==> src/rtl/htr_pkg.sv <==
`timescale 1ns/1ps
package htr_pkg;
    localparam int unsigned DWORD_W = 32;
    localparam logic [7:0] TYPE_H2D_REG = 8'h27;
    localparam logic [7:0] TYPE_D2H_REG = 8'h34;
    localparam logic [7:0] TYPE_SDB     = 8'hA1;
    localparam logic [7:0] IRQ_FLAG_MASK = 8'h40;
    localparam logic [7:0] SDB_KEEP_MASK = 8'h88;

    typedef enum logic [2:0] {
        ST_IDLE,
        ST_TX_SEND,
        ST_TX_WAIT,
        ST_RX_REG,
        ST_RX_SDB,
        ST_RX_SKIP
    } st_e;

    typedef enum logic [1:0] {
        CLS_REG,
        CLS_SDB,
        CLS_OTHER
    } rx_cls_e;
endpackage

==> src/rtl/htr_tx_builder.sv <==
`timescale 1ns/1ps
module htr_tx_builder
    import htr_pkg::*;
#(
    parameter int unsigned NDW = 5,
    localparam int unsigned IW = (NDW > 1) ? $clog2(NDW) : 1
) (
    input  logic [IW-1:0]      idx,
    input  logic               is_cmd,
    input  logic [7:0]         cmd,
    input  logic [7:0]         feat,
    input  logic [7:0]         ctl,
    input  logic [DWORD_W-1:0] addr,
    output logic [DWORD_W-1:0] dword
);
    logic [7:0] flags;
    assign flags = {is_cmd, 7'b0};

    always_comb begin
        case (idx)
            IW'(0):  dword = {feat, cmd, flags, TYPE_H2D_REG};
            IW'(1):  dword = addr;
            IW'(3):  dword = {ctl, 24'h0};
            default: dword = '0;
        endcase
    end
endmodule

==> src/rtl/htr_rx_classify.sv <==
`timescale 1ns/1ps
module htr_rx_classify
    import htr_pkg::*;
(
    input  logic [7:0] type_byte,
    output rx_cls_e    cls
);
    always_comb begin
        if (type_byte == TYPE_D2H_REG)  cls = CLS_REG;
        else if (type_byte == TYPE_SDB) cls = CLS_SDB;
        else                            cls = CLS_OTHER;
    end
endmodule

==> src/rtl/htr_status_merge.sv <==
`timescale 1ns/1ps
module htr_status_merge #(
    parameter logic [7:0] KEEP_MASK = 8'h88
) (
    input  logic [7:0] cur,
    input  logic [7:0] upd,
    output logic [7:0] merged
);
    assign merged = (cur & KEEP_MASK) | (upd & ~KEEP_MASK);
endmodule

==> src/rtl/host_regfis_xport.sv <==
`timescale 1ns/1ps
module host_regfis_xport
    import htr_pkg::*;
#(
    parameter int unsigned NDW = 5
) (
    input  logic        clk,
    input  logic        rst_n,
    input  logic        cmd_wr,
    input  logic        ctl_wr,
    input  logic [7:0]  sh_cmd,
    input  logic [7:0]  sh_feat,
    input  logic [7:0]  sh_ctl,
    input  logic [31:0] sh_addr,
    output logic        tx_valid,
    output logic [31:0] tx_data,
    output logic        tx_last,
    input  logic        tx_ready,
    input  logic        tx_done,
    input  logic        tx_ok,
    output logic        tx_err,
    output logic        busy,
    input  logic        rx_valid,
    input  logic        rx_sof,
    input  logic [31:0] rx_data,
    input  logic        rx_end,
    input  logic        rx_good,
    output logic [7:0]  sh_status,
    output logic [7:0]  sh_error,
    output logic        irq,
    output logic        rx_err
);
    localparam int unsigned IW = (NDW > 1) ? $clog2(NDW) : 1;
    localparam logic [IW-1:0] LAST_IDX = IW'(NDW - 1);

    typedef struct packed {
        st_e          st;
        logic [IW-1:0] idx;
        logic         is_cmd;
        logic         cmd_p;
        logic         ctl_p;
        logic [7:0]   snap_cmd;
        logic [7:0]   snap_feat;
        logic [7:0]   snap_ctl;
        logic [31:0]  snap_addr;
        logic [7:0]   hold_stat;
        logic [7:0]   hold_err;
        logic         hold_irq;
        logic [7:0]   stat;
        logic [7:0]   err;
        logic         irq;
        logic         tx_err;
        logic         rx_err;
    } regs_t;

    regs_t   q, d;
    rx_cls_e rx_cls;
    logic [7:0]  sdb_stat;
    logic [31:0] built;

    htr_rx_classify u_cls (
        .type_byte (rx_data[7:0]),
        .cls       (rx_cls)
    );

    htr_status_merge #(.KEEP_MASK(SDB_KEEP_MASK)) u_merge (
        .cur    (q.stat),
        .upd    (q.hold_stat),
        .merged (sdb_stat)
    );

    htr_tx_builder #(.NDW(NDW)) u_build (
        .idx    (q.idx),
        .is_cmd (q.is_cmd),
        .cmd    (q.snap_cmd),
        .feat   (q.snap_feat),
        .ctl    (q.snap_ctl),
        .addr   (q.snap_addr),
        .dword  (built)
    );

    always_comb begin
        d        = q;
        d.irq    = 1'b0;
        d.tx_err = 1'b0;
        d.rx_err = 1'b0;
        if (cmd_wr) d.cmd_p = 1'b1;
        if (ctl_wr) d.ctl_p = 1'b1;

        case (q.st)
            ST_IDLE: begin
                if (rx_valid && rx_sof) begin
                    d.hold_stat = rx_data[23:16];
                    d.hold_err  = rx_data[31:24];
                    d.hold_irq  = |(rx_data[15:8] & IRQ_FLAG_MASK);
                    case (rx_cls)
                        CLS_REG: d.st = ST_RX_REG;
                        CLS_SDB: d.st = ST_RX_SDB;
                        default: d.st = ST_RX_SKIP;
                    endcase
                end else if (q.ctl_p || q.cmd_p) begin
                    d.st        = ST_TX_SEND;
                    d.idx       = '0;
                    d.is_cmd    = !q.ctl_p;
                    d.snap_cmd  = sh_cmd;
                    d.snap_feat = sh_feat;
                    d.snap_ctl  = sh_ctl;
                    d.snap_addr = sh_addr;
                    if (q.ctl_p) d.ctl_p = ctl_wr;
                    else         d.cmd_p = cmd_wr;
                end
            end
            ST_TX_SEND: begin
                if (tx_ready) begin
                    if (q.idx == LAST_IDX) d.st  = ST_TX_WAIT;
                    else                   d.idx = q.idx + IW'(1);
                end
            end
            ST_TX_WAIT: begin
                if (tx_done) begin
                    d.tx_err = !tx_ok;
                    d.st     = ST_IDLE;
                end
            end
            ST_RX_REG, ST_RX_SDB: begin
                if (rx_end) begin
                    if (rx_good) begin
                        d.stat = (q.st == ST_RX_SDB) ? sdb_stat : q.hold_stat;
                        d.err  = q.hold_err;
                        d.irq  = q.hold_irq;
                    end else begin
                        d.rx_err = 1'b1;
                    end
                    d.st = ST_IDLE;
                end
            end
            ST_RX_SKIP: begin
                if (rx_end) d.st = ST_IDLE;
            end
            default: d.st = ST_IDLE;
        endcase
    end

    always_ff @(posedge clk) begin
        if (!rst_n) begin
            q    <= '0;
            q.st <= ST_IDLE;
        end else begin
            q <= d;
        end
    end

    assign tx_valid  = (q.st == ST_TX_SEND);
    assign tx_last   = tx_valid && (q.idx == LAST_IDX);
    assign tx_data   = built;
    assign busy      = q.cmd_p || q.ctl_p || (q.st == ST_TX_SEND) || (q.st == ST_TX_WAIT);
    assign tx_err    = q.tx_err;
    assign rx_err    = q.rx_err;
    assign irq       = q.irq;
    assign sh_status = q.stat;
    assign sh_error  = q.err;
endmodule

==> config.mk <==
export PLATFORM = sky130hd
export DESIGN_NAME = host_regfis_xport
export DESIGN_NICKNAME = d
export VERILOG_FILES = /design/src/rtl/htr_pkg.sv /design/src/rtl/htr_tx_builder.sv /design/src/rtl/htr_rx_classify.sv /design/src/rtl/htr_status_merge.sv /design/src/rtl/host_regfis_xport.sv
export SDC_FILE = /design/constraint.sdc
export NUM_CORES = 1
export LEC_CHECK = 0
export BUFFER_PORTS_ARGS = -buffer_cell sky130_fd_sc_hd__buf_2
export CAP_MARGIN = 15
export CORE_UTILIZATION = 40
export DETAILED_ROUTE_END_ITERATION = 10
export GPL_TIMING_DRIVEN = 0
export PLACE_DENSITY_LB_ADDON = 0.3
export SLEW_MARGIN = 20
export SYNTH_ARGS = -nofsm -noshare
export SYNTH_HDL_FRONTEND = slang
export SYNTH_HIERARCHICAL = 1
export SYNTH_SLANG_ARGS = --single-unit
export TNS_END_PERCENT = 1
==> constraint.sdc <==
create_clock -name clk -period 1.5 [get_ports clk]
set_input_delay 0.15 -clock clk [delete_from_list [all_inputs] [get_ports clk]]
set_output_delay 0.15 -clock clk [all_outputs]
set_load 0.01 [all_outputs]
* Word-level counts from Yosys, hierarchy flattened
Index checks and enable logic that the tools add are counted.
** Storage, ports and cells
- Register bits after elaboration :: 101
- Input port bits :: 99
- Output and inout bits :: 54
- Logic and storage cells :: 82
** Cells by class
- Add/subtract/negate cells :: 1
- Equality and inequality tests :: 19
- Multiplexer cells :: 22
- Bitwise gates (word level) :: 2
- Reduce and logical (&&, ||, !) cells :: 21
** Operators with widths (count)
- one-hot mux 32 bit (3 select lines) :: 1
- two-way mux 75 bit :: 1
- two-way mux 65 bit :: 1
- two-way mux 62 bit :: 1
- two-way mux 17 bit :: 1
- two-way mux 3 bit :: 5
- one-hot mux 3 bit (2 select lines) :: 2
- one-hot mux 3 bit (4 select lines) :: 1
- AND reduction 3 bit :: 4
- AND reduction 5 bit :: 2
- equality test 3 x 2 -> 1 bit, second input constant :: 3
- equality test 3 bit, second input constant :: 3
- equality test 8 x 6 -> 1 bit, second input constant :: 1
- equality test 8 bit, second input constant :: 1
- two-way mux 8 bit :: 1
- inequality test 2 bit, second input constant :: 4
- bitwise OR 8 x 7 -> 8 bit :: 1
- equality test 3 x 1 -> 1 bit, second input constant :: 2
- zero test 3 bit :: 2
- two-way mux 6 bit :: 1
- inequality test 2 x 1 -> 1 bit, second input constant :: 3
- two-way mux 1 bit :: 5
- two-way mux 2 bit :: 2
- AND reduction 4 bit :: 1
- 12 further kinds :: 16

* Logic depth before layout (Yosys ltp)
Gate-level depths: netlist of run 1.
- Depth in word-level cells :: 7
- Depth in mapped cells :: 7

* Cells and area by module
Netlist of run 1, hierarchy kept.
** Modules (own cells, without submodules)
- host_regfis_xport :: instances 1, cells an instance 475, area each 3995.1 µm², seq. area each 2021.9 µm²
- htr_tx_builder :: instances 1, cells an instance 71, area each 519.2 µm², seq. area each 0.0 µm²
- htr_status_merge :: instances 1, cells an instance 8, area each 60.1 µm², seq. area each 0.0 µm²
- htr_rx_classify :: instances 1, cells an instance 5, area each 46.3 µm², seq. area each 0.0 µm²

* Worst setup path after synthesis of run 1
Ideal clock, no wire load.
- Kind :: register -> register
- From :: reg q[99] (netlist name)
- To :: reg q (netlist bit sh_error[3])
- Library setup time :: 128 ps
- Arrival time :: 1493 ps
- Required time :: 1372 ps
- Path slack :: -120 ps
- Stages on the path, launching flop included :: 7
- Path buffers :: 2
- Cells stage by stage :: dfxtp_1 buf_4 or3b_4 a21oi_4 buf_6 mux2i_1 nor2_1
** Between the ends
- Word-level cells in the longest chain between the ends :: 3
** RTL lines
- start: declaration :: RTL line host_regfis_xport.sv:56 : regs_t q, d;
- equality test 3 bit / equality test 3 x 2 -> 1 bit (equally long branches) :: RTL line host_regfis_xport.sv:90 : case (q.st)
- OR reduction 2 bit (*) :: RTL line host_regfis_xport.sv:90
- AND reduction 3 bit (no line) (*)
Every way passes the cells marked *; elsewhere a longest branch is shown, timed or not.
A chain may end at the register's enable or synchronous reset.

* Worst setup path in the final report of run 1
- From :: reg q[98] (netlist name)
- To :: reg q (netlist bit sh_error[7])
The elaborated chain is that of the path after synthesis.

==> PnR_summary.wiki, run 1 <==
{| class="wikitable"
! Metric !! Value
|-
| Run status || finished, violations left
|-
| Violations in the final reports || setup timing
|-
| CTS HTree Levels || 3
|-
| Largest family of logic cells by synthesized area || simple AND/OR/NAND/NOR gates
|-
| Largest fanout on the critical path || 6
|-
| Transition time at the pin with the least slew margin || 0.630 ns
|-
| Launching instance or port of the critical path || q[98]
|-
| Layout Nets || 830
|-
| Synthesized flop and latch total || 101
|-
| Layout-stage area growth over the synthesis result || 34.8%
|-
| HPWL after DPL || around 9 mm
|-
| Multiplexer area fraction after synthesis || 7.58%
|-
| Number of buffer cells added on primary ports || roughly 140
|-
| Number of cells traversed by the worst hold path || 3
|-
| Inserted Diodes || 0
|-
| Power density relative to cell area || 1190 nW/µm²
|-
| Global-route congestion overflow total || 0
|-
| Routability congestion estimate from global placement || 0.807
|-
| Via total after detailed routing || 4297
|-
| Number of pins with negative max-slew slack in the final report || 0
|-
| Post-synth top area share || 43.8%
|-
| Leading post-synthesis cells by instance count || sky130_fd_sc_hd__nand2_1, sky130_fd_sc_hd__dfxtp_1, sky130_fd_sc_hd__a21oi_1, sky130_fd_sc_hd__mux2i_1
|-
| Clock tree buffer depth || 2
|-
| Count of endpoints failing hold in the final timing report || 0
|-
| Aggregate global-route resource usage || 20.8%
|-
| Sequential cell area fraction in the yosys report || 43.8%
|-
| Number of enable-type register cells in the synthesized netlist || 0
|-
| TritonCTS clock tree || done
|-
| Vias per inst || 4.92
|-
| Cell count of the worst reg-to-reg path || 6
|-
| Most used flip-flop cell after synthesis || sky130_fd_sc_hd__dfxtp_1
|-
| Critical path data arrival time || 1.92 ns
|-
| Total nets after synthesis || 660
|-
| Setup Slack @ Placement || -0.439 ns
|-
| Height of the die || between 100 and 150 µm
|-
| Peak supply drop || around 0.00052 V
|-
| Slew headroom || 58.0%
|-
| Hold path start || ctl_wr
|-
| Required @ worst endpoint || 1.71 ns
|-
| Pin count of the biggest net entering global routing || 16
|-
| Final worst path period need || 1.71 ns
|-
| Clock tree root driver cell || sky130_fd_sc_hd__clkbuf_16
|-
| CTS Sinks || 101
|-
| Combined area of all synthesized cells || 4620 µm²
|-
| Synth Area in Simple Gates || 20.7%
|-
| RR Startpoint || q[98]
|-
| Register clock-pin slew on the reported worst setup and hold paths || roughly 0.070 ns
|-
| Post-synthesis share of cell area spent on full adders, half adders and majority gates || 0.542%
|-
| Most common cell in the netlist || sky130_fd_sc_hd__nand2_1
|-
| Count of TritonRoute iterations in the first routing pass || 4
|-
| Lkg Pwr || 2.62 nW
|-
| Number of I/O pins || 153
|-
| Die span in x || 109 µm
|-
| Fmax || 584 MHz
|-
| Worst-case setup margin in the final layout || -0.214 ns
|-
| Antenna violations before repair || 0
|-
| Number of warnings issued by yosys || 6
|-
| Hold/Removal Path Class || primary input to flop
|-
| Total of endpoints with negative setup slack in the final report || 103
|-
| Starting utilization of the core area || 41.9%
|-
| Setup repair after global routing missed its margin || yes
|-
| Layout fillers || 1056
|-
| Number of nets still failing antenna checks after routing || 0
|-
| Wire per inst || 14.1 µm
|-
| DRC marker count from the first detailed-route iteration || 143
|-
| Detailed-route wire length || roughly 12 mm
|-
| Number of rows in the core area || 38
|-
| Crit path launch type || flop
|-
| Category of the most critical setup path || flop to flop
|-
| Cell count after synthesis || roughly 560
|-
| First-pass GRT wire length || 18.9 mm
|-
| Synthesized-area fraction occupied by ao, oa, aoi and oai cells || 17.4%
|-
| Layout cells sized above 1 || 36.6%
|-
| Capturing element type of the critical path || flop
|-
| Fraction of registers with async set or reset after synthesis || 0%
|-
| Avg Inst Size Synth || 8.27 µm²
|-
| Core Footprint || 11000 µm²
|-
| # Max-Cap Violations || 0
|-
| Tot Pwr || 7.39 mW
|-
| Skew-Pair Late Insertion Delay || 0.34 ns
|-
| Via count of the first global-routing pass || 4033
|-
| Die Footprint || roughly 12000 µm²
|-
| Worst clock skew || around 0.0084 ns
|-
| Drc violations || 0
|-
| Unique cell type count in the Yosys netlist || 43
|-
| Cts bufs inserted || 9
|-
| Cell taking the most area after synthesis || sky130_fd_sc_hd__dfxtp_1
|-
| Share of the clock period used by the worst path after layout || 114%
|-
| Leading post-synthesis cells by cell area || sky130_fd_sc_hd__dfxtp_1, sky130_fd_sc_hd__nand2_1, sky130_fd_sc_hd__a21oi_1
|-
| Fraction of synthesized cell area in xor and xnor cells || less than 1%
|}
where the power goes:
part | internal (mW) | leakage (nW) | total, mW | switching, mW
logic | 0.887 | 1.65 | 1.89 | 1.00
clock network | 1.46 | 0.147 | 2.43 | 0.973
registers | 2.93 | 0.827 | 3.06 | 0.136
total | 5.27 | 2.62 | 7.39 | 2.11
cell type report:
type                    instances  area (µm²)  area share, %
multi-input cells             385        2270           36.4
flip-flops and latches        101        2040           32.7
repair buffers                159         865           13.9
plain buffers                  62         534           8.58
clock buffers                  12         236           3.80
well taps                     140         175           2.81
clock inverters                 4        72.6           1.17
inverters                      11        41.3          0.663
stage by stage:
stage | hold slack [ns] | TNS [ns] | instance area, µm² | instances | utilization, %
finish | 0.0185 | -9.79 | 6230 | 874 | 56.5
global route | 0.0298 | -17.56 | 6230 | 874 | 56.5
global placement | 0.316 | -24.77 | 5520 | 843 | 50.0
floorplan | 0.222 | -4.49 | 4620 | 559 | -
detailed placement | 0.324 | -28.52 | 5520 | 843 | 50.0
CTS | 0.00551 | -11.16 | 6050 | 866 | 54.8
critical path, cell delays in order, from the launching register on:
cell and delay, ns:
sky130_fd_sc_hd__dfxtp_4 0.35, sky130_fd_sc_hd__buf_8 0.12, sky130_fd_sc_hd__or3b_4 0.40, sky130_fd_sc_hd__a21oi_4 0.28, sky130_fd_sc_hd__buf_6 0.17, sky130_fd_sc_hd__mux2i_1 0.20, sky130_fd_sc_hd__nor2_1 0.05
per-layer routing:
metal	wire, µm	up-vias	GRT usage (%)
li1	-	2188	-
met1	5470	1991	26.7
met2	6090	107	34.7
met3	620	11	3.79
met4	142	0	7.62
met5	0	-	0
cell usage in the layout, fill, tap and decap left out, drive strengths merged, types with 2 or more instances in the layout:
| cell | Yosys | layout |
|---|---|---|
| or3b | 2 | 2 |
| a21oi | 83 | 83 |
| clkbuf | 14 | 25 |
| nand2 | 156 | 156 |
| nand2b | 3 | 3 |
| a21boi | 8 | 8 |
| bufinv | 0 | 2 |
| or2 | 2 | 2 |
| inv | 11 | 11 |
| ha | 2 | 2 |
| a211oi | 18 | 18 |
| mux2i | 35 | 35 |
| dfxtp | 101 | 101 |
| and3 | 2 | 2 |
| nor3 | 2 | 2 |
| dlygate4sd3 | 0 | 2 |
| nand3 | 7 | 7 |
| nor3b | 2 | 2 |
| o22ai | 2 | 2 |
| a2111oi | 2 | 2 |
| nor2 | 32 | 32 |
| buf | 48 | 206 |
| and2 | 12 | 12 |
| o21ai | 3 | 3 |
| a2111o | 2 | 2 |
cells by family after synthesis:
kind of cell               count (synthesis)
and+or+nand+nor                          224
AOI/OAI and AO/OA                        123
DFF                                      101
buffers and inverters                     73
muxes                                     35
adders and majority gates                  2
xor gates and xnor gates                   1
registers in the layout (all words and copies together) (netlist names):
name,cells
tx_err,1
irq,1
sh_status,8
q,82
sh_error,8
rx_err,1
path summary, 6_finish.rpt:
check	to	slack, ns
setup / recovery	sh_error[7]	-0.21
hold / removal	q[92]	0.02
setup reg to reg	sh_error[7]	-0.21
hold reg to reg	q[49]	0.45
what timing repair did:
action / in CTS / in global routing
buffers inserted: 5 / 7
endpoints found under the hold margin: 2 / 0
cloned: 0 / 1
hold buffers: 2 / 0
pin swaps: 5 / 12
endpoints found under the setup margin: 123 / 121
gates resized for setup: 50 / 34
No activity file was read; power rests on OpenSTA's default activity.
==> run 2: changes to the inputs <==
--- a/config.mk
+++ b/config.mk
@@ -7,7 +7,7 @@
 export LEC_CHECK = 0
 export BUFFER_PORTS_ARGS = -buffer_cell sky130_fd_sc_hd__buf_2
 export CAP_MARGIN = 15
-export CORE_UTILIZATION = 40
+export CORE_UTILIZATION = 46
 export DETAILED_ROUTE_END_ITERATION = 10
 export GPL_TIMING_DRIVEN = 0
 export PLACE_DENSITY_LB_ADDON = 0.3
==> run 2 against run 1 <==
  * The flow still finishes with violations (setup timing)
  * Worst setup slack lost 0.019 ns
  * Largest power group unchanged
  * Total power shrank 10%
  * Final area grew 3.2%
  * Die area shrank 13%
  * Critical endpoint is now tx_data[16]
  * Count of clock-buffer cells in the layout shrank 3
  * Final cell count grew 1.6%
  * Via count grew 3.3%
  * Wire length grew 0.15%
  * Clock skew grew 0.0026 ns
  * Non-clock buffer count grew 21
  * Register-to-register slack is essentially flat
==> PnR_summary.wiki, run 2 (synthesized netlist as in run 1, its figures left out) <==
{| class="wikitable"
! Metric !! Value
|-
| Run status || finished, violations left
|-
| Violations in the final reports || setup timing
|-
| Largest reg by FF count || q
|-
| Critical path data arrival time || 1.58 ns (-0.34 ns)
|-
| Slew headroom || 55.9% (-2.1 points)
|-
| Count of TritonRoute iterations in the first routing pass || 4 (unchanged)
|-
| Die Footprint || 10500 µm² (-13%)
|-
| Largest fanout on the critical path || 10 (+4)
|-
| Layout Nets || 851 (+2.5%)
|-
| Cell Count, Final, Fillers Out || 888 (+1.6%)
|-
| Via count of the first global-routing pass || 4138 (+2.6%)
|-
| DRC marker count from the first detailed-route iteration || 119 (-17%)
|-
| Routability congestion estimate from global placement || 0.820 (+1.6%)
|-
| Wire per inst || 13.9 µm (-1.4%)
|-
| Global-route congestion overflow total || 0 (unchanged)
|-
| Count of endpoints failing hold in the final timing report || 0 (unchanged)
|-
| Total of endpoints with negative setup slack in the final report || 118 (+15%)
|-
| Max reg flops || 82 (unchanged)
|-
| Hold/Removal Path Class || primary input to flop
|-
| Power density relative to cell area || 1030 nW/µm² (-13%)
|-
| Worst-case setup margin in the final layout || -0.232 ns (-0.0188 ns)
|-
| CTS HTree Levels || 3 (unchanged)
|-
| Die span in x || 102 µm (-6.6%)
|-
| First-pass GRT wire length || 19.3 mm (+1.7%)
|-
| Pin count of the biggest net entering global routing || 19 (+3)
|-
| Fin Setup TNS || -12.40 ns (-2.60 ns)
|-
| Met3 GRT Util || 3.15% (-0.65 points)
|-
| Setup repair after global routing missed its margin || yes
|-
| Crit path launch type || flop
|-
| Detailed-route wire length || 12.3 mm (+0.15%)
|-
| Number of pins with negative max-slew slack in the final report || 0 (unchanged)
|-
| Clock tree root driver cell || sky130_fd_sc_hd__clkbuf_8
|-
| # Max-Cap Violations || 0 (unchanged)
|-
| Placed Area || 5510 µm² (-0.16%)
|-
| Commonest non-fill, non-tap cells in the layout || sky130_fd_sc_hd__nand2_1, sky130_fd_sc_hd__buf_2, sky130_fd_sc_hd__dfxtp_1
|-
| Share of the clock period used by the worst path after layout || 115% (+1.3 points)
|-
| CTS Sinks || 101 (unchanged)
|-
| Layout cells sized above 1 || 39.2% (+2.6 points)
|-
| Aggregate global-route resource usage || 23.9% (+3.2 points)
|-
| TritonCTS clock tree || done
|-
| Drc violations || 0 (unchanged)
|-
| Antenna violations before repair || 0 (unchanged)
|-
| Most frequent standard cell in the layout excluding fill and tap cells || sky130_fd_sc_hd__nand2_1
|-
| HPWL after DPL || 8.48 mm (-3.1%)
|-
| Via total after detailed routing || 4440 (+3.3%)
|-
| Final worst path period need || 1.73 ns (+0.0188 ns)
|-
| Vias per inst || 5.00 (+1.7%)
|-
| Required @ worst endpoint || 1.35 ns (-0.36 ns)
|-
| Lkg Pwr || 2.68 nW (+2.0%)
|-
| Routing usage on met2 || 41.5% (+6.8 points)
|-
| Clock tree buffer depth || 2 (unchanged)
|-
| Register clock-pin slew on the reported worst setup and hold paths || 0.11 ns (+0.04 ns)
|-
| Starting utilization of the core area || 47.3% (+5.4 points)
|-
| Capturing element type of the critical path || output pin
|-
| Number of buffer cells added on primary ports || 144 (unchanged)
|-
| Transition time at the pin with the least slew margin || 0.661 ns (+0.0312 ns)
|-
| Height of the die || 102 µm (-6.6%)
|-
| Fmax || 577 MHz (-1.1%)
|-
| Tot Pwr || 6.65 mW (-10%)
|-
| Final instance area || 6430 µm² (+3.2%)
|-
| Number of rows in the core area || 36 (-5.3%)
|-
| Layout-stage area growth over the synthesis result || 39.1%
|-
| Layer carrying the most global-route usage || met2
|-
| Setup Slack @ Placement || -0.362 ns (+0.0771 ns)
|-
| Total instance count after detailed placement || 836 (-0.83%)
|-
| Met1 routing resource usage after global routing || 29.9% (+3.2 points)
|-
| Skew-Pair Late Insertion Delay || 0.37 ns (+0.03 ns)
|-
| Number of nets still failing antenna checks after routing || 0 (unchanged)
|-
| Core Footprint || 9770 µm² (-11%)
|-
| Cts bufs inserted || 9 (unchanged)
|-
| Peak supply drop || 0.000546 V (+5.6%)
|-
| Number of I/O pins || 153 (unchanged)
|-
| Category of the most critical setup path || flop to output pin
|-
| Worst clock skew || 0.0109 ns (+0.00256 ns)
|-
| Inserted Diodes || 0 (unchanged)
|}
run 2: worst max-delay path: stages, from the launching register on:
cell	delay [ns]
sky130_fd_sc_hd__dfxtp_4	0.36
sky130_fd_sc_hd__buf_12	0.14
sky130_fd_sc_hd__or2_4	0.27
sky130_fd_sc_hd__buf_12	0.16
sky130_fd_sc_hd__nor2_2	0.13
sky130_fd_sc_hd__buf_2	0.14
run 2: path summary, 6_finish.rpt:
path,cells past startpoint,to,from,slack [ns]
min,3,q[91],sh_cmd[7],0.009
max reg2reg,6,sh_error[5],q[98],-0.20
max,5,tx_data[16],q[97],-0.23
min reg2reg,2,q[44],q[44],0.46
run 2: through the flow:
step	hold slack [ns]	util [%]
2_1_floorplan	0.222	-
3_3_place_gp	0.317	56.3
3_5_place_dp	0.331	56.3
4_1_cts	0.000730	63.7
5_1_grt	0.00887	65.8
6_report	0.00871	65.8
run 2: per-layer routing:
layer,wire length [µm],up-vias
met5,0,-
met4,224,0
met3,517,18
met2,6270,117
met1,5330,2075
li1,-,2230
run 2: cell type report:
type	instances	area [µm²]
clock buffers	9	124
repair buffers	180	1100
inverters	11	45.0
flip-flops and latches	101	2040
well taps	133	166
plain buffers	62	542
multi-input cells	385	2360
clock inverters	7	56.3
fillers	814	3350
run 2: power breakdown:
group          switching [mW]  internal, mW
clock network           0.998         0.624
registers               0.137          2.92
logic                    1.03         0.944
run 2: what timing repair did:
action | in CTS | in global routing
pin swaps | 25 | 9
hold buffers | 21 | 0
buffers inserted | 12 | 2
cloned | 1 | 0
resized for setup | 66 | 49
endpoints found under the setup margin | 121 | 124
endpoints found under the hold margin | 21 | 0
==> run 3: changes to the inputs <==
--- a/config.mk
+++ b/config.mk
@@ -5,10 +5,10 @@
 export SDC_FILE = /design/constraint.sdc
 export NUM_CORES = 1
 export LEC_CHECK = 0
-export BUFFER_PORTS_ARGS = -buffer_cell sky130_fd_sc_hd__buf_2
 export CAP_MARGIN = 15
-export CORE_UTILIZATION = 46
+export CORE_UTILIZATION = 50
 export DETAILED_ROUTE_END_ITERATION = 10
+export DONT_BUFFER_PORTS = 1
 export GPL_TIMING_DRIVEN = 0
 export PLACE_DENSITY_LB_ADDON = 0.3
 export SLEW_MARGIN = 20
==> run 3 against run 2 <==
  * First-iteration DRC count is 34% higher
  * Highest routed layer unchanged
  * Total power decreased by 2.0%
  * Critical path type unchanged
  * Worst setup slack gained 0.043 ns
  * Sequential cell count unchanged
  * The run ends with DRC, setup timing left
  * Critical endpoint is now tx_last
==> PnR_summary.wiki, run 3 (synthesized netlist as in run 1, its figures left out) <==
{| class="wikitable"
! Metric !! Value
|-
| Total of endpoints with negative setup slack in the final report || 114 (-3.4%)
|-
| Share of the clock period used by the worst path after layout || 113% (-2.8 points)
|-
| Destination of the worst hold path || q[100]
|-
| Global-route congestion overflow total || 0 (unchanged)
|-
| Height of the die || 98.1 µm (-4.0%)
|-
| Die Footprint || 9630 µm² (-7.9%)
|-
| Starting utilization of the core area || 52.2% (+4.9 points)
|-
| Capturing element type of the critical path || output pin
|-
| Largest fanout on the critical path || 10 (unchanged)
|-
| Layout-stage area growth over the synthesis result || 36.0%
|-
| Hold/Removal Path Class || primary input to flop
|-
| Required @ worst endpoint || 1.35 ns (about the same)
|-
| CTS Sinks || 101 (unchanged)
|-
| Aggregate global-route resource usage || 26.6% (+2.7 points)
|-
| Cell count of the worst reg-to-reg path || 6 (unchanged)
|-
| Number of nets still failing antenna checks after routing || 0 (unchanged)
|-
| Number of I/O pins || 153 (unchanged)
|-
| Category of the most critical setup path || flop to output pin
|-
| Transition time at the pin with the least slew margin || 0.620 ns (-0.0409 ns)
|-
| Setup repair after global routing missed its margin || yes
|-
| Count of endpoints failing hold in the final timing report || 0 (unchanged)
|-
| DRC marker count from the first detailed-route iteration || 159 (+34%)
|-
| Wire per inst || 16.5 µm (+19%)
|-
| CP Buf/Inv Count || 1 (-2)
|-
| Via total after detailed routing || 4262 (-4.0%)
|-
| Kind of cell adding the most delay to the critical path || simple AND/OR/NAND/NOR gates
|-
| Number of rows in the core area || 34 (-5.6%)
|-
| Final worst path period need || 1.69 ns (-0.0427 ns)
|-
| Layout cells sized above 1 || 23.7% (-16 points)
|-
| Peak supply drop || 0.000613 V (+12%)
|-
| Skew-Pair Late Insertion Delay || 0.36 ns (about the same)
|-
| Layout Nets || 768 (-9.8%)
|-
| RR Startpoint || q[99]
|-
| Clock tree buffer depth || 2 (unchanged)
|-
| Smallest hold slack || 0.0408 ns (+0.0321 ns)
|-
| First-pass GRT wire length || 20.4 mm (+5.8%)
|-
| Commonest non-fill, non-tap cells in the layout || sky130_fd_sc_hd__nand2_1, sky130_fd_sc_hd__dfxtp_1, sky130_fd_sc_hd__dlygate4sd3_1
|-
| Count of TritonRoute iterations in the first routing pass || 7 (+3)
|-
| Worst clock skew || 0.0141 ns (+0.00313 ns)
|-
| Max reg flops || 82 (unchanged)
|-
| Routability congestion estimate from global placement || 0.824 (+0.39%)
|-
| Hold path start || rx_end
|-
| Clock tree root driver cell || sky130_fd_sc_hd__clkbuf_8
|-
| Core Footprint || 8850 µm² (-9.5%)
|-
| Critical path data arrival time || 1.54 ns (-0.04 ns)
|-
| Largest stage delay on the critical path || 0.45 ns (+0.09 ns)
|-
| Inserted Diodes || 0 (unchanged)
|-
| Number of buffer cells added on primary ports || 0 (-100%)
|-
| Drc violations || 7 (+7)
|-
| Number of cells traversed by the worst hold path || 2 (-1)
|-
| TritonCTS clock tree || done
|-
| Launching instance or port of the critical path || q[100]
|-
| Number of pins with negative max-slew slack in the final report || 0 (unchanged)
|-
| Run status || finished, violations left
|-
| CTS HTree Levels || 3 (unchanged)
|-
| Detailed-route wire length || 12.9 mm (+4.4%)
|-
| Endpoint of the lowest-slack register-to-register path || sh_error[6]
|-
| Fmax || 592 MHz (+2.5%)
|-
| Cts bufs inserted || 9 (unchanged)
|-
| HPWL after DPL || 7.88 mm (-7.2%)
|-
| Critical-path cell list || buf_6, nor3b_4, and3_4
|-
| Power density relative to cell area || 1040 nW/µm² (+0.28%)
|-
| Largest reg by FF count || q
|-
| Die span in x || 98.1 µm (-4.0%)
|-
| Pin count of the biggest net entering global routing || 16 (-3)
|-
| Slew headroom || 58.7% (+2.7 points)
|-
| Via count of the first global-routing pass || 4326 (+4.5%)
|-
| Standard cell with the maximum stage delay on the critical path || sky130_fd_sc_hd__nor3b_4
|-
| Crit path launch type || flop
|-
| Worst-case setup margin in the final layout || -0.190 ns (+0.0427 ns)
|-
| Worst setup slack for register-to-register paths || -0.18 ns (+0.02 ns)
|-
| Vias per inst || 5.46 (+9.3%)
|-
| Share of the core filled with cells in the final layout || 71.0% (+5.2 points)
|-
| Register clock-pin slew on the reported worst setup and hold paths || 0.08 ns (-0.03 ns)
|-
| Violations in the final reports || DRC, setup timing
|-
| Lkg Pwr || 2.28 nW (-15%)
|-
| Most frequent standard cell in the layout excluding fill and tap cells || sky130_fd_sc_hd__nand2_1
|-
| # Max-Cap Violations || 0 (unchanged)
|-
| Antenna violations before repair || 0 (unchanged)
|}
[run 3: metal layers]
metal	share of wire, %	GRT usage (%)	vias up
li1	-	-	2056
met3	5.1	4.87	35
met1	40	30.4	2024
met2	51	48.3	147
met4	3.3	12.2	0
met5	0	0	-
[run 3: final cells by class]
type	instances	area, µm²
multi-input cells	385	2440
plain buffers	62	524
fillers	688	2570
clock buffers	12	135
flip-flops and latches	101	2040
repair buffers	97	936
inverters	11	45.0
clock inverters	4	25.0
well taps	108	135
[run 3: power by group]
part | switching (mW) | total, mW | internal, mW
Combinational | 1.03 | 1.94 | 0.908
Clock | 0.906 | 1.51 | 0.601
Sequential | 0.144 | 3.07 | 2.92
[run 3: how the worst max path moves through the flow]
stage | cells past startpoint | end | slack, ns
after floorplan | 6 | sh_error[3] | -0.12
after global placement | 7 | q[61] | -0.36
after detailed placement | 7 | q[61] | -0.40
after CTS | 3 | tx_last | -0.20
after global routing | 6 | sh_error[5] | -0.26
final | 3 | tx_last | -0.19
[run 3: per-stage QoR]
step / total power [mW] / cell area (µm²) / setup TNS, ns / worst slack [ns] / std cells
floorplan: 4.14 / 4620 / -4.49 / -0.120 / 559
global placement: 4.39 / 4760 / -22.90 / -0.356 / 667
detailed placement: 4.44 / 4760 / -25.32 / -0.400 / 667
CTS: 6.38 / 6120 / -11.97 / -0.200 / 776
global route: 6.85 / 6280 / -18.00 / -0.256 / 780
finish: 6.52 / 6280 / -9.91 / -0.190 / 780
[run 3: timing repair]
action	4_1_cts	5_1_grt
resized for setup	83	40
hold buffers	80	0
pin swaps	8	10
cloned	1	0
hold endpoints to repair	80	0
setup endpoints to repair	123	121
setup buffers	12	4
